===== config.mk =====
export PLATFORM = sky130hd
export DESIGN_NAME = clk_ratio_ctrl
export DESIGN_NICKNAME = d
export VERILOG_FILES = /design/src/rtl/clk_ratio_ctrl.sv
export SDC_FILE = /design/constraint.sdc
export NUM_CORES = 1
export LEC_CHECK = 0
export ABC_AREA = 1
export BUFFER_PORTS_ARGS = -buffer_cell sky130_fd_sc_hd__buf_2
export CORE_MARGIN = 2
export CORE_UTILIZATION = 36
export CTS_BUF_LIST = sky130_fd_sc_hd__clkbuf_4
export CTS_CLUSTER_SIZE = 10
export DETAILED_ROUTE_END_ITERATION = 7
export PLACE_DENSITY = 0.59
export SKIP_CTS_REPAIR_TIMING = 1
export SYNTH_ARGS = -nofsm -noshare
export SYNTH_HDL_FRONTEND = slang
export SYNTH_SLANG_ARGS = --single-unit

===== constraint.sdc =====
create_clock -name clk -period 1.9 [get_ports clk]
set_input_delay 0.475 -clock clk [delete_from_list [all_inputs] [get_ports clk]]
set_output_delay 0.475 -clock clk [all_outputs]
set_load 0.02 [all_outputs]

===== src/rtl/clk_ratio_ctrl.sv =====
module clk_ratio_ctrl #(
  parameter logic [15:0] RESET_VAL = 16'h0E0A,
  parameter int          PRE_DIV   = 6,
  parameter int          MUL_BIT   = 10
) (
  input  logic        clk,
  input  logic        rst_n,
  input  logic        wr_en,
  input  logic [15:0] wr_data,
  output logic [15:0] ctl_q,
  output logic        core_tick,
  output logic        bus_tick,
  output logic        per_tick
);
  localparam int PW = $clog2(PRE_DIV);
  localparam int ND = 3;

  function automatic logic [3:0] fast_ratio(input logic [2:0] c);
    case (c)
      3'd0: return 4'd1;
      3'd1: return 4'd2;
      3'd2: return 4'd3;
      3'd3: return 4'd4;
      3'd4: return 4'd5;
      default: return 4'd8;
    endcase
  endfunction

  function automatic logic [3:0] slow_ratio(input logic [2:0] c);
    case (c)
      3'd0: return 4'd2;
      3'd1: return 4'd3;
      3'd2: return 4'd4;
      3'd3: return 4'd6;
      default: return 4'd8;
    endcase
  endfunction

  logic [15:0]   ctl;
  logic [PW-1:0] pre_cnt;
  logic          pre_last;
  logic          qual;
  logic [3:0]    ratio [ND];
  logic [ND-1:0] tick;

  assign ctl_q    = ctl;
  assign pre_last = (pre_cnt == PW'(PRE_DIV - 1));
  assign qual     = ctl[MUL_BIT] | pre_last;

  always_ff @(posedge clk or negedge rst_n)
    if (!rst_n)     ctl <= RESET_VAL;
    else if (wr_en) ctl <= wr_data;

  always_ff @(posedge clk or negedge rst_n)
    if (!rst_n)                               pre_cnt <= '0;
    else if (wr_en || ctl[MUL_BIT] || pre_last) pre_cnt <= '0;
    else                                      pre_cnt <= pre_cnt + 1'b1;

  assign ratio[0] = fast_ratio(ctl[8:6]);
  assign ratio[1] = fast_ratio(ctl[5:3]);
  assign ratio[2] = slow_ratio(ctl[2:0]);

  for (genvar d = 0; d < ND; d++) begin : g_dom
    logic [2:0] cnt;
    assign tick[d] = qual && ({1'b0, cnt} == ratio[d] - 4'd1);
    always_ff @(posedge clk or negedge rst_n)
      if (!rst_n)       cnt <= '0;
      else if (wr_en)   cnt <= '0;
      else if (tick[d]) cnt <= '0;
      else if (qual)    cnt <= cnt + 1'b1;
  end

  assign core_tick = tick[0];
  assign bus_tick  = tick[1];
  assign per_tick  = tick[2];
endmodule



==> flow_summary.toml, run 1 <==
[outcome]
outcome = "complete, but fails checks"
violations = "setup timing"

[setup_path]
worst_ep_required_time_ns = 1.42
cp_cell_sequence = "inv_2 > o21ai_2 > ha_1 > or2_1 > nand3_2 > nor2_4 > nand2_2 > inv_2 > buf_2"
endpoint_kind = "output pin"
rr_endpoint = "g_dom[1].cnt[2]"
crit_type = "flop to output pin"
r2r.worst_path.cells = 10
crit_fanout = 3
cp_data_arrival_time_ns = 1.87
max_stage_delay_ns = 0.58
cp_common_cell = "inv_2"
reg2reg_slack_ns = 0.20
cp_slowest_cell = "dfstp_2"
r2r-start = "ctl_q[3]"
worstSetupStartpointType = "flop"

[route]
wirelength_mm = 3.03
vias = 1328
drc = 0
wl_per_cell_um = 9.92
dr.pass1.iters = 3
viasPerCell = 4.34
drt-initial-drc-count = 43
route.antenna.remaining_nets = 0

[finish]
areaGrowthSynthToFinish_pct = 28.5
fin_nets = 284
diodes = 0
final_cell_area_mm2 = 0.00198
final_cell_mix = "nand2_1, buf_2, dfrtp_1, buf_4, inv_1"
layout_commonest_cell = "nand2_1"
regArea_um2 = 711
drive_above_1_share_pct = 34.8
postLayoutCoreUtil_pct = 48.8
multiInputGateArea_um2 = 756
fin_cells = 306
fill_cells = 406

[power_and_ir_drop]
sw_frac_of_total_pct = 33.8
p_switching_w = 0.000478
p_per_area_mw_per_mm2 = 716
pwr-share-clk_pct = 17.4
peakVddDrop_v = 0.000465
p_seq_share_pct = 50.4
comb_power_share_pct = 32.2
leakage_nw = 1.13
p_int_w = 0.000938

[global_route]
grt_usage_pct = 14.0
grt_max_degree = 29
grt_pass1_wl_mm = 5.53
grt_pass1_vias = 1314
grt_antenna_before_repair = 0
grt-ovfl-total = 0

[die]
core_area_mm2 = 0.00406
die_x_um = 69.4
dieHeight_um = 69.4
die_area_mm2 = 0.00481
start_util_pct = 37.9
rows = 23
io-pin-count = 38

[logic_synthesis]
synth.distinct_cells = 19
ys_seq_area_share_pct = 45.9
ys_warn_count = 0
syn_area_mm2 = 0.00154
syn_nets = 227
syn_avg_cell_area_um2 = 7.69
ys_ff_latch = 28
synth_cells = 200

[place]
numPortBuffers = 37
dp_hpwl_mm = 2.37
gp_congestion = 0.722
dpl.cell_count = 302
place_area_mm2 = 0.00191

[clocking]
tritoncts = "yes"
clkTransAtPathRegs_ns = 0.15
cts.path.max_buffers = 2
clock_latency_ns = 0.32
cts_sinks = 28
htree_levels = 1
numCtsBuffers = 3
cts.root.buffer_cell = "clkbuf_4"

[sta]
max_freq_ghz = 0.427
worst_pin_slew_ns = 0.615
whs_ns = 0.143
skew_ns = 0.00841
period_needed_ns = 2.34
finalWorstSetupSlack_ns = -0.444
maxSlewHeadroom_pct = 59.0
setup_viol = 3
period_share_pct = 123
final-hold-violation-count = 0
drv_slew = 0
rsz0062_at_grt = "true"

[worst_hold_path]
hold_path.class = "input pin to asynchronous set/reset pin"

[run]
cap_violations = 0
[how the worst max path moves through the flow]
stage              from        to  cells after the start
4_1_cts        ctl_q[1]  per_tick                      9
2_1_floorplan  ctl_q[3]  bus_tick                      8
3_3_place_gp   ctl_q[3]  bus_tick                      9
6_report       ctl_q[1]  per_tick                      9
3_5_place_dp   ctl_q[1]  per_tick                      9
5_1_grt        ctl_q[3]  bus_tick                      9
[final cells by class]
type / instances / share of cell area (%)
clock buffer: 3 / 1.14
inverter: 24 / 4.55
timing repair buffer: 55 / 16.8
sequential: 28 / 35.9
clock inverter: 1 / 0.190
tap: 50 / 3.16
multi-input combinational: 145 / 38.2
[power by group through the flow]
stage	sequential (W)	combinational (W)	clock [W]
global placement	0.000721	0.000439	0
detailed placement	0.000721	0.000445	0
floorplan	0.000755	0.000241	0
global route	0.000725	0.000521	0.000292
finish	0.000713	0.000456	0.000247
CTS	0.000711	0.000446	0.000258
[flip-flops by register name (all words and copies together), names as in the netlist]
signal	flops
pre_cnt	3
ctl_q	16
g_dom.cnt	9
[per-layer routing]
| layer | global-route usage [%] | vias up | share of wire, % | routed length, um |
|---|---|---|---|---|
| li1 | - | 722 | - | - |
| met1 | 19.5 | 573 | 50 | 1530 |
| met2 | 22.5 | 29 | 44 | 1340 |
| met3 | 2.18 | 4 | 4.2 | 127 |
| met4 | 3.92 | 0 | 1.2 | 36 |
| met5 | 0 | - | 0 | 0 |
[synth_stat cells]
cell      n  area, um^2
nor2_4    1        11.3
ha_1      8         100
xnor2_1   6        52.6
nor2_2    1        6.26
dfstp_2   5         131
o21ai_0   8        40.0
dfrtp_1  23         576
or2_1     1        6.26
nand2_1  78         293
nand3_2   1        10.0
nand2_2   5        31.3
a21oi_1   2        10.0
o21ai_1   3        15.0
nor2_1   15        56.3
buf_2     3        15.0
nand3_1  12        60.1
inv_2     5        18.8
xor2_1    4        35.0
inv_1    19        71.3
[worst max-delay path: cells and delay by family (launching register included)]
| kind | cells | cell delay [ns] |
|---|---|---|
| flops | 1 | 0.58 |
| compound gates | 1 | 0.11 |
| fa+ha+maj | 1 | 0.25 |
| simple gates | 4 | 0.39 |
| buf+inv | 3 | 0.21 |
[through the flow]
stage | power (W) | worst slack (ns) | TNS (ns)
floorplan | 0.000996 | -0.0312 | -0.0710
global placement | 0.00116 | -0.0576 | -0.157
detailed placement | 0.00117 | -0.120 | -0.253
CTS | 0.00141 | -0.501 | -1.41
global route | 0.00154 | -0.600 | -1.67
finish | 0.00142 | -0.444 | -1.23
[cells by family after synthesis]
| group | after synthesis | synth area share [%] |
|---|---|---|
| AOI/OAI and AO/OA | 13 | 4.23 |
| xor gates and xnor gates | 10 | 5.69 |
| adders and majority gates | 8 | 6.50 |
| and+or+nand+nor | 114 | 30.8 |
| buffers and inverters | 27 | 6.83 |
| DFF | 28 | 45.9 |
Note: power is estimated with default switching activity, not from simulation.
==> inputs of run 2 (changes only) <==
- PLACE_DENSITY: 0.59 -> 0.57
- RECOVER_POWER: unset -> 50
- clock period: 1.9 -> 2.3 ns (I/O delays scaled with it)
==> flow_summary.toml, run 2 (same netlist as run 1, synthesis figures left out) <==
[power_and_ir_drop]
peakVddDrop_v = 0.000322
power_w = 0.00116
p_per_area_mw_per_mm2 = 616
leakage_nw = 1.07

[global_route]
grt_pass1_vias = 1228
grt-ovfl-total = 0
grt_antenna_before_repair = 0
grt_max_degree = 29
grt_usage_pct = 13.3
grt_pass1_wl_mm = 5.25

[die]
core_area_mm2 = 0.00406
rows = 23
dieHeight_um = 69.4
start_util_pct = 37.9
io-pin-count = 38
die_x_um = 69.4
die_area_mm2 = 0.00481

[sta]
period_share_pct = 107
period_needed_ns = 2.46
setup_viol = 3
worst_pin_slew_ns = 1.52
skew_ns = 0.00865
fin_setup_tns_ns = -0.429
final-hold-violation-count = 0
maxSlewHeadroom_pct = -1.52
finalWorstSetupSlack_ns = -0.157
drv_slew = 29
max_freq_ghz = 0.407
rsz0062_at_grt = "true"

[run]
cap_violations = 1

[route]
viasPerCell = 4.45
drc = 0
wl_per_cell_um = 10.5
drt-initial-drc-count = 48
route.antenna.remaining_nets = 0
vias = 1308
dr.pass1.iters = 4
wirelength_mm = 3.08

[finish]
areaGrowthSynthToFinish_pct = 22.1
largest_reg_flops = 16
drive_above_1_share_pct = 29.5
postLayoutCoreUtil_pct = 46.3
final_cell_area_mm2 = 0.00188
fin_cells = 294
diodes = 0
layout_commonest_cell = "nand2_1"
fill_cells = 417
final_cell_mix = "nand2_1, buf_2, dfrtp_1, inv_1, nor2_1"
fin_nets = 272

[setup_path]
cp_slowest_cell = "dfstp_2"
crit_fanout = 3
cp_cell_sequence = "inv_2 > o21ai_2 > ha_1 > or2_1 > nand3_2 > nor2_4 > nand2_2 > inv_2 > buf_6"
crit_type = "flop to output pin"
critPathTopFamily = "flip-flops"
cp_common_cell = "inv_2"
endpoint_kind = "output pin"
worstSetupStartpointType = "flop"
worst_ep_required_time_ns = 1.73
max_stage_delay_ns = 0.57
crit_buf_inv = 3
cp_data_arrival_time_ns = 1.88

[outcome]
outcome = "complete, but fails checks"
violations = "capacitance limit, slew limit, setup timing"

[clocking]
tritoncts = "yes"
clkTransAtPathRegs_ns = 0.15
numCtsBuffers = 3
cts.path.max_buffers = 2
cts.root.buffer_cell = "clkbuf_4"
cts_sinks = 28
htree_levels = 1
clock_latency_ns = 0.33

[place]
numPortBuffers = 37
gp_congestion = 0.800
dp_hpwl_mm = 2.22
place_area_mm2 = 0.00178
dpl.cell_count = 285

[worst_hold_path]
hold_path.class = "input pin to flop"
[run 2: report_power, final]
| group | leakage [nW] | internal, W | switching [W] |
|---|---|---|---|
| sequential | 0.348 | 0.000542 | 0.0000483 |
| clock | 0.0184 | 0.0000798 | 0.000141 |
| combinational | 0.700 | 0.000141 | 0.000204 |
[run 2: layer usage]
layer  global-route usage (%)  up-vias  share of wire, %
met2                     22.0       31                45
met5                        0        -                 0
met1                     17.3      573                48
met4                     3.05        0               1.0
met3                     3.63        4               5.4
li1                         -      700                 -
[run 2: final cells by class]
class	count	area [um^2]	share of cell area [%]
Clock buffer	4	30.0	1.60
Inverter	24	90.1	4.79
Multi-Input combinational cell	145	742	39.5
Sequential cell	28	707	37.6
Tap cell	50	62.6	3.33
Timing Repair Buffer	43	248	13.2
[run 2: through the flow]
stage,setup slack (ns),hold slack (ns)
floorplan,0.172,0.279
global placement,0.143,0.452
detailed placement,0.0763,0.456
CTS,-0.316,0.252
global route,-0.344,0.423
finish,-0.157,0.421
[run 2: worst min-delay path, cell delays in order]
cell	delay, ns
buf_2	0.09
nand2_1	0.05
o21ai_1	0.05
[run 2: path summary, 6_finish.rpt]
kind | slack (ns) | to | start | cells after the start
worst max-delay path | -0.16 | per_tick | ctl_q[1] | 9
worst min-delay path | 0.42 | ctl_q[1] | wr_data[1] | 3
worst max register to register | 0.54 | g_dom[2].cnt[0] | ctl_q[1] | 11
worst min register to register | 0.47 | ctl_q[11] | ctl_q[11] | 2
max in group asynchronous | 0.83 | ctl_q[2] | rst_n | 1
min in group asynchronous | 0.58 | g_dom[1].cnt[2] | rst_n | 1
==> inputs of run 3 (changes only) <==
- BUFFER_PORTS_ARGS: -buffer_cell sky130_fd_sc_hd__buf_2 -> -buffer_cell sky130_fd_sc_hd__buf_4
==> flow_summary.toml, run 3 (same netlist as run 1, synthesis figures left out) <==
[die]
rows = 23
die_x_um = 69.4
dieHeight_um = 69.4
start_util_pct = 37.9
die_area_mm2 = 0.00481
io-pin-count = 38
core_area_mm2 = 0.00406

[sta]
period_needed_ns = 2.48
setup_viol = 3
period_share_pct = 108
fin_setup_tns_ns = -0.515
rsz0062_at_grt = "true"
maxSlewHeadroom_pct = 1.00
max_freq_ghz = 0.403
whs_ns = 0.434
worst_pin_slew_ns = 1.48
skew_ns = 0.00255
drv_slew = 0
final-hold-violation-count = 0
finalWorstSetupSlack_ns = -0.184

[clocking]
numCtsBuffers = 3
htree_levels = 1
cts.root.buffer_cell = "clkbuf_4"
cts.path.max_buffers = 2
clkTransAtPathRegs_ns = 0.14
cts_sinks = 28
clock_latency_ns = 0.32
tritoncts = "yes"

[route]
route.antenna.remaining_nets = 0
drt-initial-drc-count = 62
drc = 0
dr.pass1.iters = 4
viasPerCell = 4.52
vias = 1328
wl_per_cell_um = 10.2
wirelength_mm = 3.01

[worst_hold_path]
hp-start = "wr_data[14]"
min_to = "ctl_q[14]"
hold_path.class = "input pin to flop"
holdPathStages = 3

[finish]
fin_cells = 294
fin_nets = 272
layout_commonest_cell = "nand2_1"
largest_reg_flops = 16
final_cell_mix = "nand2_1, buf_4, dfrtp_1, inv_1, nor2_1"
diodes = 0
areaGrowthSynthToFinish_pct = 28.7
drive_above_1_share_pct = 31.6

[global_route]
grt_pass1_wl_mm = 5.17
grt_pass1_vias = 1206
grt-ovfl-total = 0
grt_usage_pct = 13.0
grt_max_degree = 29
grt_antenna_before_repair = 0

[setup_path]
cp_data_arrival_time_ns = 1.91
worstSetupStartpointType = "flop"
r2r.worst_path.cells = 10
reg2reg_slack_ns = 0.55
crit_fanout = 5
worst_ep_required_time_ns = 1.73
rr_endpoint = "g_dom[0].cnt[0]"
r2r-start = "ctl_q[7]"
endpoint_kind = "output pin"
crit_type = "flop to output pin"

[place]
numPortBuffers = 37
gp_congestion = 0.766
dp_hpwl_mm = 2.25
dpl.cell_count = 285
pre_cts_ws_ns = 0.0967

[outcome]
outcome = "complete, but fails checks"
violations = "setup timing"

[run]
cap_violations = 0

[power_and_ir_drop]
peakVddDrop_v = 0.000386
p_per_area_mw_per_mm2 = 595
leakage_nw = 1.09
==> run 3: critical path, stage by stage, from the launching register on <==
cell and delay [ns]:
dfrtp_1 0.46, a21oi_2 0.14, o21ai_1 0.08, ha_2 0.32
xor2_1 0.16, nand2_1 0.09, nor2_2 0.09, nand2_2 0.07
inv_2 0.05, buf_6 0.10
==> run 3: routing by layer <==
| layer | GRT usage [%] | vias to the layer above | part of all wire, % |
|---|---|---|---|
| met1 | 16.8 | 597 | 49 |
| met3 | 3.63 | 2 | 5.4 |
| met5 | 0 | - | 0 |
| met2 | 21.7 | 30 | 45 |
| li1 | - | 699 | - |
| met4 | 2.61 | 0 | 0.70 |
==> run 3: worst max-delay path by stage <==
stage          depth (start not counted)         to  startpoint  slack (ns)
2_1_floorplan                          8   per_tick    ctl_q[1]        0.17
3_3_place_gp                           9   per_tick    ctl_q[1]        0.14
3_5_place_dp                           9   per_tick    ctl_q[1]         0.1
4_1_cts                                9   per_tick    ctl_q[1]       -0.29
5_1_grt                                9  core_tick    ctl_q[7]       -0.36
6_report                               9  core_tick    ctl_q[7]       -0.18
==> run 3: through the flow <==
stage	cell area, um^2	power, W	util, %
6_report	1980	0.00118	48.8
5_1_grt	1980	0.00128	48.8
4_1_cts	1900	0.00116	46.8
3_5_place_dp	1870	0.000945	46.1
3_3_place_gp	1870	0.000943	46.1
2_1_floorplan	1540	0.000819	-
==> run 3: layout make-up <==
type | count | area [um^2]
fillers | 407 | 2080
multi-input cells | 145 | 766
flip-flops and latches | 28 | 709
inverters | 24 | 90.1
clock inverters | 1 | 3.75
repair buffers | 43 | 327
well taps | 50 | 62.6
clock buffers | 3 | 22.5
==> run 3: where the power goes <==
| part | switching (W) | internal [W] |
|---|---|---|
| combinational | 0.000208 | 0.000172 |
| clock | 0.000143 | 0.0000637 |
| sequential | 0.0000493 | 0.000543 |
